===== src/rtl/updown_cascade_counter.sv =====
module updown_cascade_counter #(
  parameter int WIDTH = 4
) (
  input  logic             clk,
  input  logic             clr,
  input  logic             load,
  input  logic             en_up,
  input  logic             en_dn,
  input  logic [WIDTH-1:0] din,
  output logic [WIDTH-1:0] q,
  output logic             term_up,
  output logic             term_dn,
  output logic             casc_up,
  output logic             casc_dn
);
  localparam logic [WIDTH-1:0] STEP = WIDTH'(1);

  always_ff @(posedge clk or posedge clr) begin
    if (clr)        q <= '0;
    else if (load)  q <= din;
    else if (en_up) q <= q + STEP;
    else if (en_dn) q <= q - STEP;
  end

  assign term_up = &q;
  assign term_dn = ~|q;
  assign casc_up = term_up & en_up & ~clr;
  assign casc_dn = term_dn & en_dn & ~clr;


  load_takes_din_chk: assert property (@(posedge clk) disable iff (clr)
    load |=> q == $past(din));


  up_step_chk: assert property (@(posedge clk) disable iff (clr)
    (!load && en_up && !en_dn) |=> q == $past(q) + STEP);


  down_step_chk: assert property (@(posedge clk) disable iff (clr)
    (!load && en_dn && !en_up) |=> q == $past(q) - STEP);


  idle_hold_chk: assert property (@(posedge clk) disable iff (clr)
    (!load && !en_up && !en_dn) |=> $stable(q));


  both_up_chk: assert property (@(posedge clk) disable iff (clr)
    (!load && en_up && en_dn) |=> q == $past(q) + STEP);


  idle_casc_chk: assert property (@(posedge clk) disable iff (clr)
    (!en_up && !en_dn) |-> (!casc_up && !casc_dn));
endmodule


===== config.mk =====
export PLATFORM = sky130hd
export DESIGN_NAME = updown_cascade_counter
export DESIGN_NICKNAME = d
export VERILOG_FILES = /design/src/rtl/updown_cascade_counter.sv
export SDC_FILE = /design/constraint.sdc
export NUM_CORES = 1
export LEC_CHECK = 0
export ABC_AREA = 0
export BUFFER_PORTS_ARGS = -buffer_cell sky130_fd_sc_hd__buf_4
export CAP_MARGIN = 5
export CORE_AREA = 2 2 39 41
export CTS_CLUSTER_DIAMETER = 120
export CTS_CLUSTER_SIZE = 28
export DETAILED_ROUTE_END_ITERATION = 10
export DIE_AREA = 0 0 41 43
export GPL_ROUTABILITY_DRIVEN = 0
export GPL_TIMING_DRIVEN = 0
export PLACE_DENSITY = 0.48
export SLEW_MARGIN = 20
export SYNTH_ARGS = -nofsm -noshare
export SYNTH_HDL_FRONTEND = slang
export SYNTH_SLANG_ARGS = --single-unit
export TNS_END_PERCENT = 5

===== constraint.sdc =====
create_clock -name clk -period 1.4 [get_ports clk]
set_input_delay 0.07 -clock clk [delete_from_list [all_inputs] [get_ports clk]]
set_output_delay 0.07 -clock clk [all_outputs]
set_load 0.05 [all_outputs]

* Word-level counts from Yosys, hierarchy flattened
Cells that the tools add are included.
** Storage, ports and cells
- Register bits :: 4
- Bits of input ports :: 9
- Output and inout port bits :: 8
- Word-level logic and storage cells :: 15
** Cells by class
- Add/sub/neg operators :: 2
- Multiplexer cells :: 3
- Bitwise gates (word level) :: 5
- Reduce and logical (&&, ||, !) cells :: 4
** Operators by type and width (number)
- 4-bit two-way mux :: 3
- 4-bit by 1-bit adder with 4-bit output, second input constant :: 1
- 1-bit AND :: 4
- 4-bit AND reduction :: 1
- 4-bit OR reduction :: 1
- 4-bit by 1-bit subtractor with 4-bit output, second input constant :: 1
- 3-bit nonzero test :: 1
- 1-bit logical NOT :: 1
- 1-bit inverter :: 1

* Longest topological paths before layout
- Depth after elaboration :: 4
- Gate-level depth with buffers :: 5
- Mapped depth without buffers :: 5

* Least setup slack after synthesis
OpenSTA, ideal clock, no wires.
- Path kind :: register -> output
- From :: register q[1]
- To :: output port casc_dn
- Data arrival time :: 2.275 ns
- Required time :: 1.330 ns
- Setup slack :: -0.945 ns
- Cell stages (with the launch flop) :: 3
- Path buffers :: 0
- Path through :: dfrtp_1 > nor4_2 > and3_1
** Between the ends
- Cells in the longest elaborated chain, start to end :: 4
** Ends and longest elaborated chain
- start, declared :: RTL line 10 : output logic [WIDTH-1:0] q,
- start signal, assigned :: RTL line 20 : else if (load) q <= din;
- start signal, assigned :: RTL line 21 : else if (en_up) q <= q + STEP;
- start signal, assigned :: RTL line 22 : else if (en_dn) q <= q - STEP;
- 4-bit OR reduction :: RTL line 26 : assign term_dn = ~|q;
- 1-bit logical NOT :: RTL line 26
- named net term_dn :: RTL line 12 : output logic term_dn,
- 1-bit AND (2 in series) :: RTL line 28 : assign casc_dn = term_dn & en_dn & ~clr;
- end, declared :: RTL line 14 : output logic casc_dn
The timed path passes the listed nets, and every way through them passes these cells.

* Worst setup path in the final report
- From :: register q[3]
- To :: output port casc_dn
** Between the ends
- Cells in the longest elaborated chain, start to end :: 4
** Ends and longest elaborated chain (RTL line)
- 4-bit OR reduction :: 26
- 1-bit logical NOT :: 26
- 1-bit AND (2 in series) :: 28
Every way passes these cells.

==> impl_metrics.yaml <==
run_status:
  status: "complete, no violations"
placed_design:
  place_area_um2: 502
  hpwl_um: 643
  io_buffer_count: 16
  dp_slack_ps: -6.74
synthesis:
  synth_area_um2: 343
  yosys.area.top_type_share_pct: 29.2
  syn_avg_cell_area_um2: 9.27
  synth.area.top_cells: "dfrtp_1 (29%), ha_1 (7.3%), fa_1 (5.8%)"
  synth-seq-cells: 4
  syn_nets: 49
  ys_warn_count: 0
  synth_top_cell_by_area: "dfrtp_1"
  synth_cells: 37
  synth_cell_types: 22
  yosysSeqAreaShare_pct: 29.2
die:
  core_area_mm2: 0.00138
  die_y_um: 43
  die-area_mm2: 0.00176
  io_pins: 17
  start_util_pct: 24.8
  die-width_um: 41
  core.rowCount: 14
critical_path:
  worstPathMaxFanout: 4
  critical_path_class: "register to output port"
  required_ps: 1330
  ff2ff_path_depth: 4
  cp-end-kind: "output port"
  arrival_ps: 1310
  crit_path_top_delay_cell: "dfrtp_2"
  crit_chain: "nor4_4 -> and3_4 -> buf_8"
  cpPeakStageDelay_ps: 430
  critPathLaunchType: "register"
drt:
  wl_per_cell_um: 11.2
  dr.pass1.iters: 4
  initialDrtViolationCount: 10
  drc: 0
  ant_nets: 0
  via_per_inst: 4.89
  via_count: 367
  wl_um: 837
grt:
  antenna_found_initial: 0
  grt_usage_pct: 12.0
  grt_overflow: 0
  grt_pass1_wl_um: 1440
  grt_pass1_vias: 347
  grt_max_degree: 11
clock_network:
  root_buffer: "clkbuf_4"
  cts_max_level: 1
  tritoncts: "yes"
  numCtsBuffers: 3
  cts_max_path_buffers: 2
  clk_pin_slew_ps: 30
  clock_sinks: 4
  clk_latency_ps: 230
layout:
  antenna_cells: 0
  largest_register_ffs: 4
  nets: 73
  ff_latch_area_um2: 105
  layout_common_cells: "buf_4 (16), nand2_1 (4), dfrtp_2 (4)"
  final_core_util_pct: 41.0
  layout_commonest_cell: "buf_4"
  nFillCells: 149
  area_growth_pct: 65.7
  reg_top3: "q: 4 flops"
  regMostFlops: "q"
  layout-drive-gt1-share_pct: 54.2
  final_cell_area_um2: 568
  multiInputGateArea_um2: 248
sta:
  timing.final.ws_setup_ps: 21.0
  period_share_pct: 98.5
  rsz0062_at_grt: "yes"
  worst_pin_slew_ps: 217
  hold_violations: 0
  finalSetupTns_ps: 0
  min_period_ps: 1380
  clock_skew_ps: 0.865
  slew_violations: 0
  max_freq_mhz: 725
  finalSetupViolCount: 0
  slew_headroom_pct: 85.4
run:
  cap_violations: 0
power_and_ir_drop:
  finalPower_uw: 645
  p_per_area_mw_per_mm2: 1130
  p_leak_nw: 0.255
  max-vdd-ir-drop_mv: 0.521
hold_path:
  hold_class: "input pin to register"
  hold_path_depth: 3
## final timing paths
| check | end | startpoint | slack (ps) |
|---|---|---|---|
| worst max-delay path | casc_dn | q[3] | 20 |
| min in group asynchronous | q[2] | clr | 300 |
| max in group asynchronous | q[1] | clr | 960 |
| worst min-delay path | q[2] | din[2] | 50 |
| worst min register to register | q[2] | q[2] | 670 |
| worst max register to register | q[3] | q[2] | 30 |
## kinds of logic (layout without fill, tap and decap cells)
group	after synthesis	count (layout)	synth area share [%]
and+or+nand+nor	18	18	34.7
AOI/OAI and AO/OA	5	5	8.39
DFF	4	4	29.2
adders and majority gates	3	3	13.1
buffers and inverters	3	25	3.65
xor gates and xnor gates	2	2	5.11
muxes	2	2	5.84
## through the flow
stage / hold WS [ps] / cells
floorplan: -150 / 37
global placement: 1.53 / 69
detailed placement: 4.47 / 69
CTS: 44.4 / 75
global route: 39.7 / 75
finish: 46.0 / 75
## cell usage after synthesis (all sizes together)
library cell and count:
dfrtp 4, a21oi 1, buf 1, nor2 2
fa 1, xor2 2, mux2i 2, nor3b 2
inv 2, and3 2, o2bb2ai 1, o21ai 3
nor2b 1, nand2 4, nand4b 1, and4 1
nand4 2, nand2b 1, ha 2, nor4 1
nand3 1
## power by group
part | switching, mW | total (mW) | internal [mW] | leakage, nW
logic | 0.191 | 0.324 | 0.132 | 0.198
clock network | 0.0419 | 0.137 | 0.0955 | 0.0138
registers | 0.0417 | 0.184 | 0.142 | 0.0437
total | 0.275 | 0.645 | 0.370 | 0.255
## critical path: cells and delay by family, from the launching register on
family	cells	cell delay [ps]
buffers and inverters	1	140
DFF	1	430
and+or+nand+nor	2	510
## routing by layer
| layer | GRT usage, % | vias to the layer above | wire length (um) |
|---|---|---|---|
| met5 | 0 | - | 0 |
| met2 | 18.4 | 15 | 391 |
| li1 | - | 180 | - |
| met4 | 2.00 | 0 | 0 |
| met1 | 14.6 | 172 | 366 |
| met3 | 6.28 | 0 | 78 |
## timing repair
action | 4_1_cts | 5_1_grt
hold endpoints to repair | 4 | 0
setup endpoints to repair | 2 | 3
buffers inserted | 2 | 0
pin swaps | 0 | 1
resized for setup | 2 | 3
hold buffers | 1 | 0
## final cells by class
type | instances | area share (%)
multi-input cells | 30 | 43.6
clock buffers | 3 | 3.96
well taps | 16 | 3.52
repair buffers | 19 | 27.5
plain buffers | 1 | 0.881
inverters | 2 | 1.98
flip-flops and latches | 4 | 18.5
Power figures use the tool's default switching activity.
